<file path="config.mk">
export PLATFORM = sky130hd
export DESIGN_NAME = snd_stream_dma
export DESIGN_NICKNAME = d
export VERILOG_FILES = /design/src/rtl/snd_dma_pkg.sv /design/src/rtl/snd_dma_timer.sv /design/src/rtl/snd_dma_xfer.sv /design/src/rtl/snd_dma_regs.sv /design/src/rtl/snd_stream_dma.sv
export SDC_FILE = /design/constraint.sdc
export NUM_CORES = 1
export LEC_CHECK = 0
export BUFFER_PORTS_ARGS = -buffer_cell sky130_fd_sc_hd__buf_4
export CAP_MARGIN = 20
export CELL_PAD_IN_SITES_DETAIL_PLACEMENT = 0
export CELL_PAD_IN_SITES_GLOBAL_PLACEMENT = 1
export CORE_ASPECT_RATIO = 0.6
export CORE_MARGIN = 5
export CORE_UTILIZATION = 35
export DETAILED_ROUTE_END_ITERATION = 12
export GPL_TIMING_DRIVEN = 1
export PLACE_DENSITY_LB_ADDON = 0.05
export SLEW_MARGIN = 25
export SYNTH_ARGS = -nofsm -noshare
export SYNTH_HDL_FRONTEND = slang
export SYNTH_SLANG_ARGS = --single-unit
</file>
<file path="constraint.sdc">
create_clock -name clk -period 5.2 [get_ports clk]
set_input_delay 0.52 -clock clk [delete_from_list [all_inputs] [get_ports clk]]
set_output_delay 0.52 -clock clk [all_outputs]
set_load 0.02 [all_outputs]
</file>
<file path="src/rtl/snd_dma_pkg.sv">
package snd_dma_pkg;

  localparam int DIV_W = 3;

  typedef enum logic [1:0] {
    SEL_ADDR = 2'd0,
    SEL_LEN  = 2'd1,
    SEL_CTRL = 2'd2
  } reg_sel_e;

  typedef struct packed {
    logic       en;
    logic       dir;
    logic       rsvd;
    logic       tgt;
    logic       rpt;
    logic       hold;
    logic [1:0] rate;
  } ctrl_t;

  // frames between transfers for each rate code
  function automatic logic [DIV_W-1:0] rate_div(input logic [1:0] code);
    case (code)
      2'd0:    rate_div = 3'd6;
      2'd1:    rate_div = 3'd4;
      2'd2:    rate_div = 3'd2;
      default: rate_div = 3'd1;
    endcase
  endfunction

endpackage

</file>
<file path="src/rtl/snd_dma_timer.sv">
module snd_dma_timer
  import snd_dma_pkg::*;
#(
  parameter int FRAME_LEN = 128,
  parameter int WIN_START = 117,
  localparam int FW = $clog2(FRAME_LEN)
) (
  input  logic          clk,
  input  logic          rst_n,
  input  logic          en,
  input  logic [1:0]    rate,
  input  logic          busy,
  output logic          start,
  output logic [FW-1:0] frame
);

  localparam logic [FW-1:0] LAST_POS = FW'(FRAME_LEN - 1);
  localparam logic [FW-1:0] PRE_WIN  = FW'(WIN_START - 1);

  logic [FW-1:0]    frame_q, frame_d;
  logic [DIV_W-1:0] div_q, div_d;
  logic             pend_q, pend_d;
  logic             frame_end, tick;

  always_comb begin
    frame_end = (frame_q == LAST_POS);
    frame_d   = frame_end ? '0 : frame_q + 1'b1;
    tick      = en && frame_end && (div_q >= rate_div(rate) - 1'b1);
    start     = en && pend_q && !busy && (frame_q == PRE_WIN);

    div_d = div_q;
    if (!en)            div_d = '0;
    else if (tick)      div_d = '0;
    else if (frame_end) div_d = div_q + 1'b1;

    pend_d = pend_q;
    if (!en)        pend_d = 1'b0;
    else if (tick)  pend_d = 1'b1;
    else if (start) pend_d = 1'b0;
  end

  always_ff @(posedge clk or negedge rst_n) begin
    if (!rst_n) begin
      frame_q <= '0;
      div_q   <= '0;
      pend_q  <= 1'b0;
    end else begin
      frame_q <= frame_d;
      div_q   <= div_d;
      pend_q  <= pend_d;
    end
  end

  assign frame = frame_q;

endmodule

</file>
<file path="src/rtl/snd_dma_xfer.sv">
module snd_dma_xfer #(
  parameter int DATA_W   = 8,
  parameter int WIN_LEN  = 7,
  parameter int MEM_STEP = 3,
  localparam int SW = $clog2(WIN_LEN)
) (
  input  logic              clk,
  input  logic              rst_n,
  input  logic              start,
  input  logic              mem_wait,
  input  logic [DATA_W-1:0] mem_rdata,
  input  logic              hold,
  input  logic              tgt,
  output logic              busy,
  output logic              mem_req,
  output logic              done,
  output logic              chan_wr,
  output logic              voice_wr,
  output logic [DATA_W-1:0] sample
);

  localparam logic [SW-1:0] LAST_STEP = SW'(WIN_LEN - 1);
  localparam logic [SW-1:0] RD_STEP   = SW'(MEM_STEP);

  logic [SW-1:0]     step_q, step_d;
  logic              busy_q, busy_d;
  logic [DATA_W-1:0] data_q, data_d;
  logic              last, stall, rd_ok;

  always_comb begin
    last    = busy_q && (step_q == LAST_STEP);
    mem_req = busy_q && (step_q == RD_STEP);
    stall   = mem_req && mem_wait;
    rd_ok   = mem_req && !mem_wait;

    busy_d = busy_q;
    if (start)     busy_d = 1'b1;
    else if (last) busy_d = 1'b0;

    step_d = step_q;
    if (start || last)        step_d = '0;
    else if (busy_q && !stall) step_d = step_q + 1'b1;

    data_d = rd_ok ? mem_rdata : data_q;
  end

  always_ff @(posedge clk or negedge rst_n) begin
    if (!rst_n) begin
      step_q <= '0;
      busy_q <= 1'b0;
      data_q <= '0;
    end else begin
      step_q <= step_d;
      busy_q <= busy_d;
      data_q <= data_d;
    end
  end

  assign busy     = busy_q;
  assign done     = last;
  assign chan_wr  = last && !tgt;
  assign voice_wr = last && tgt;
  assign sample   = hold ? '0 : data_q;

endmodule

</file>
<file path="src/rtl/snd_dma_regs.sv">
module snd_dma_regs
  import snd_dma_pkg::*;
#(
  parameter int ADDR_W = 20,
  parameter int LEN_W  = 20,
  parameter int REG_W  = 20
) (
  input  logic              clk,
  input  logic              rst_n,
  input  logic              wr_en,
  input  logic [1:0]        wr_sel,
  input  logic [REG_W-1:0]  wr_data,
  input  logic [1:0]        rd_sel,
  output logic [REG_W-1:0]  rd_data,
  input  logic              done,
  output logic [ADDR_W-1:0] addr,
  output logic [LEN_W-1:0]  len,
  output ctrl_t             ctrl
);

  logic [ADDR_W-1:0] addr_q, addr_d, sh_addr_q, sh_addr_d, addr_step;
  logic [LEN_W-1:0]  len_q, len_d, sh_len_q, sh_len_d, len_dec;
  ctrl_t             ctrl_q, ctrl_d;
  logic              advance, at_end;

  always_comb begin
    addr_step = ctrl_q.dir ? addr_q - 1'b1 : addr_q + 1'b1;
    len_dec   = (len_q == '0) ? '0 : len_q - 1'b1;
    at_end    = (len_dec == '0);
    advance   = done && !ctrl_q.hold;

    addr_d    = addr_q;
    len_d     = len_q;
    ctrl_d    = ctrl_q;
    sh_addr_d = sh_addr_q;
    sh_len_d  = sh_len_q;

    if (advance) begin
      if (at_end && ctrl_q.rpt) begin
        addr_d = sh_addr_q;
        len_d  = sh_len_q;
      end else begin
        addr_d = addr_step;
        len_d  = len_dec;
        if (at_end) ctrl_d.en = 1'b0;
      end
    end

    // a software write in the same cycle takes priority
    if (wr_en) begin
      case (reg_sel_e'(wr_sel))
        SEL_ADDR: begin
          addr_d    = wr_data[ADDR_W-1:0];
          sh_addr_d = wr_data[ADDR_W-1:0];
        end
        SEL_LEN: begin
          len_d    = wr_data[LEN_W-1:0];
          sh_len_d = wr_data[LEN_W-1:0];
        end
        SEL_CTRL: begin
          ctrl_d      = ctrl_t'(wr_data[7:0]);
          ctrl_d.rsvd = 1'b0;
        end
        default: ;
      endcase
    end

    case (reg_sel_e'(rd_sel))
      SEL_ADDR: rd_data = REG_W'(addr_q);
      SEL_LEN:  rd_data = REG_W'(len_q);
      SEL_CTRL: rd_data = REG_W'(ctrl_q);
      default:  rd_data = '0;
    endcase
  end

  always_ff @(posedge clk or negedge rst_n) begin
    if (!rst_n) begin
      addr_q    <= '0;
      len_q     <= '0;
      ctrl_q    <= '0;
      sh_addr_q <= '0;
      sh_len_q  <= '0;
    end else begin
      addr_q    <= addr_d;
      len_q     <= len_d;
      ctrl_q    <= ctrl_d;
      sh_addr_q <= sh_addr_d;
      sh_len_q  <= sh_len_d;
    end
  end

  assign addr = addr_q;
  assign len  = len_q;
  assign ctrl = ctrl_q;

endmodule

</file>
<file path="src/rtl/snd_stream_dma.sv">
module snd_stream_dma
  import snd_dma_pkg::*;
#(
  parameter int ADDR_W    = 20,
  parameter int LEN_W     = 20,
  parameter int REG_W     = 20,
  parameter int DATA_W    = 8,
  parameter int FRAME_LEN = 128,
  parameter int WIN_START = 117,
  parameter int WIN_LEN   = 7,
  parameter int MEM_STEP  = 3
) (
  input  logic              clk,
  input  logic              rst_n,
  input  logic              wr_en,
  input  logic [1:0]        wr_sel,
  input  logic [REG_W-1:0]  wr_data,
  input  logic [1:0]        rd_sel,
  output logic [REG_W-1:0]  rd_data,
  output logic              mem_req,
  output logic [ADDR_W-1:0] mem_addr,
  input  logic [DATA_W-1:0] mem_rdata,
  input  logic              mem_wait,
  output logic              bus_steal,
  output logic              chan_wr,
  output logic              voice_wr,
  output logic [DATA_W-1:0] sample
);

  localparam int FW = $clog2(FRAME_LEN);

  logic [1:0]        rs_q;
  logic              rst_q;
  logic              start, busy, done;
  logic [FW-1:0]     frame_q;
  logic [ADDR_W-1:0] addr_q;
  logic [LEN_W-1:0]  len_q;
  ctrl_t             ctrl_q;

  // asynchronous assertion, synchronous release
  always_ff @(posedge clk or negedge rst_n) begin
    if (!rst_n) rs_q <= 2'b00;
    else        rs_q <= {rs_q[0], 1'b1};
  end
  assign rst_q = rs_q[1];

  snd_dma_regs #(
    .ADDR_W(ADDR_W), .LEN_W(LEN_W), .REG_W(REG_W)
  ) u_regs (
    .clk(clk), .rst_n(rst_q),
    .wr_en(wr_en), .wr_sel(wr_sel), .wr_data(wr_data),
    .rd_sel(rd_sel), .rd_data(rd_data),
    .done(done), .addr(addr_q), .len(len_q), .ctrl(ctrl_q)
  );

  snd_dma_timer #(
    .FRAME_LEN(FRAME_LEN), .WIN_START(WIN_START)
  ) u_timer (
    .clk(clk), .rst_n(rst_q),
    .en(ctrl_q.en), .rate(ctrl_q.rate), .busy(busy),
    .start(start), .frame(frame_q)
  );

  snd_dma_xfer #(
    .DATA_W(DATA_W), .WIN_LEN(WIN_LEN), .MEM_STEP(MEM_STEP)
  ) u_xfer (
    .clk(clk), .rst_n(rst_q),
    .start(start), .mem_wait(mem_wait), .mem_rdata(mem_rdata),
    .hold(ctrl_q.hold), .tgt(ctrl_q.tgt),
    .busy(busy), .mem_req(mem_req), .done(done),
    .chan_wr(chan_wr), .voice_wr(voice_wr), .sample(sample)
  );

  assign bus_steal = busy;
  assign mem_addr  = addr_q;

endmodule

</file>
==> impl_metrics.tcl <==
set metrics [dict create \
    worstMarginPinSlew_ns 1.02 \
    slowest_stage "a21oi_4" \
    dieArea_um2 22700 \
    utilization_pct 42.3 \
    slowest_delay_ns 0.81 \
    cp_max_fo 28 \
    max-slew-margin-rel_pct 31.8 \
    post-place-cells 1095 \
    antenna_cells 0 \
    rsz0062_at_grt "false" \
    cp-end-kind "flip-flop" \
    synth_edf_count 0 \
    area_delta_synth_final_pct 17.6 \
    grt_usage_pct 20.1 \
    mostFrequentLayoutCells "150 x nand2_1, 111 x dfrtp_1, 93 x buf_4" \
    wirelength_um 22600 \
    final_max_slew_viol_count 0 \
    p_leak_nw 3.71 \
    p_switching_mw 1.14 \
    endpoint "u_regs.addr[0]" \
    crit_family "simple AND/OR/NAND/NOR gates" \
    avgSynthCellArea_um2 8.89 \
    worstRegToRegCells 8 \
    switching_share_pct 37.5 \
    p_int_mw 1.90 \
    wl_per_cell_um 20.3 \
    fmax_mhz 252 \
    drtIter0Drc 506 \
    clkLatencyLatePin_ns 0.37 \
    worstPathCellList "or4_1 -> nor3_1 -> nand3_1 -> xnor2_1 -> or3_4 -> a21oi_4 -> a21oi_1 -> o311ai_1" \
    via_per_inst 5.47 \
    power.density_nw_per_um2 374 \
    synth.net_count 842 \
    startpoint_type "flip-flop" \
    die_h_um 119 \
    synth_area_um2 6900 \
    crit_start "u_regs.len[3]" \
    skew_ns 0.00534 \
    cts_root_buf "clkbuf_16" \
    r2r_end "u_regs.addr[0]" \
    gp_congestion 0.888 \
    grt_overflow 0 \
    hold_violations 0 \
    grt_max_degree 75 \
    clockPowerShare_pct 25.6 \
    finalSetupViolCount 0 \
    antenna_found_initial 0 \
    htreeDepth 3 \
    required_ns 5.46 \
    fin_crit_sh_pct 76.2 \
    cts_inserted_buffers 9 \
    worstPathArrival_ns 4.22 \
    die_x_um 191 \
    tns_ns 0 \
    grt_first_pass_wirelength_um 35700 \
    drive_above_1_share_pct 17.2 \
    dp_hpwl_um 16400 \
    reg2reg_slack_ns 1.24 \
    pwr-share-seq_pct 39.7 \
    r2r-start "u_regs.len[3]" \
    hold_path.class "reg -> async" \
    synth.distinct_cells 68 \
    vias 6087 \
    rows 39 \
    period_minus_slack_ns 3.96 \
    final_common_cell "nand2_1" \
    combPwrFrac_pct 34.6 \
    yosys_warnings 0 \
    ir_drop_v 0.000168 \
    cts_sinks 112 \
    yosysSeqAreaShare_pct 40.6 \
    clk_pin_slew_ns 0.08 \
    fin_nets 908 \
    postSynth.asyncResetShare_pct 100 \
    crit_type "reg -> reg" \
    cp.depth 8 \
    postRouteAntennaNets 0 \
    drc 0 \
    synth_ff_type "dfrtp_1" \
    drv_cap 0 \
    ys_seq_elements 112 \
    status "finished clean" \
    dr.pass1.iters 5 \
    cts_setup_buffers 0 \
    clockBufferDepth 2 \
    core_area_um2 19200 \
    start_util_pct 36.0 \
    grt_pass1_vias 6127 \
    port_buffers 87 \
    ios 88 \
    cts_tree "done" \
    path_buf_inv 0 \
    fin_cells 1113 \
    synthCells 776 \
]
## Yosys cell counts (8+ instances only)
| master | number | area share [%] |
|---|---|---|
| nand2_1 | 150 | 8.2 |
| dfrtp_1 | 112 | 41 |
| o21ai_0 | 51 | 3.7 |
| nor2_1 | 47 | 2.6 |
| mux2i_1 | 36 | 5.2 |
| clkbuf_1 | 32 | 1.7 |
| ha_1 | 29 | 5.3 |
| a21oi_1 | 27 | 2.0 |
| nand3_1 | 27 | 2.0 |
| o211ai_1 | 23 | 2.5 |
| inv_1 | 19 | 1.0 |
| xnor2_1 | 17 | 2.2 |
| xor2_1 | 16 | 2.0 |
| mux2_2 | 15 | 2.4 |
| nor2b_1 | 15 | 1.4 |
| nor3_1 | 12 | 0.87 |
| nor4_1 | 10 | 0.91 |
| o21ai_1 | 8 | 0.58 |
## power by group through the flow
| stage | logic [mW] | clock network, mW | registers (mW) |
|---|---|---|---|
| final | 1.05 | 0.777 | 1.21 |
| after global routing | 1.17 | 0.831 | 1.23 |
| after detailed placement | 1.04 | 0 | 1.23 |
| after floorplan | 0.739 | 0 | 1.17 |
| after CTS | 1.05 | 0.805 | 1.21 |
| after global placement | 1.03 | 0 | 1.22 |
## per-layer routing
layer	wire (um)	up-vias	track usage [%]
met5	0	-	0
met4	231	0	4.26
met2	9120	174	27.5
li1	-	2887	-
met3	1150	17	4.33
met1	12100	3009	32.1
## what timing repair did
action / CTS / global route
endpoints found under the setup margin: 0 / 0
resized for setup: 0 / 0
endpoints found under the hold margin: 2 / 0
hold buffers: 1 / 0
## layout make-up
class                   count  area (um^2)
repair buffers             95          728
inverters                  19         71.3
multi-input cells         605         3860
clock buffers               9          225
well taps                 266          333
fillers                  1922        11100
clock inverters             7         95.1
flip-flops and latches    112         2810
## cells by family after synthesis
| group | synth area share (%) |
|---|---|
| mux | 7.67 |
| flops | 40.6 |
| other cells | 0.0543 |
| xor+xnor | 4.19 |
| compound gates | 16.4 |
| simple gates | 21.8 |
| buf+inv | 3.70 |
| fa+ha+maj | 5.55 |
## per-stage QoR
stage	hold slack [ns]	power [mW]	setup slack, ns	cell area (um^2)
2_1_floorplan	0.224	1.91	1.85	6900
3_3_place_gp	0.302	2.25	1.44	7760
3_5_place_dp	0.304	2.27	1.30	7770
4_1_cts	0.360	3.06	1.28	8100
5_1_grt	0.360	3.23	0.986	8120
6_report	0.310	3.03	1.24	8120
## how the worst min path moves through the flow
| stage | from | cells after the start | slack, ns | to |
|---|---|---|---|---|
| finish | rs_q[1] | 0 | 0.31 | u_regs.sh_addr_q[14] |
| CTS | mem_rdata[1] | 2 | 0.36 | u_xfer.data_q[1] |
| detailed placement | rst_n | 1 | 0.30 | rs_q[0] |
| floorplan | rst_n | 0 | 0.22 | rs_q[0] |
| global placement | rst_n | 1 | 0.30 | rs_q[0] |
| global route | rs_q[1] | 0 | 0.36 | u_regs.sh_addr_q[14] |
## state kept, by name, indices dropped and copies added, names as in the netlist
signal / flops
u_regs.ctrl: 7
u_timer.div_q: 3
u_regs.len: 20
u_regs.sh_len_q: 20
u_regs.sh_addr_q: 20
rs_q: 2
u_timer.frame: 7
u_xfer.data_q: 8
u_xfer.busy: 1
u_xfer.step_q: 3
u_regs.addr: 20
u_timer.pend_q: 1
Power figures use the tool's default switching activity.
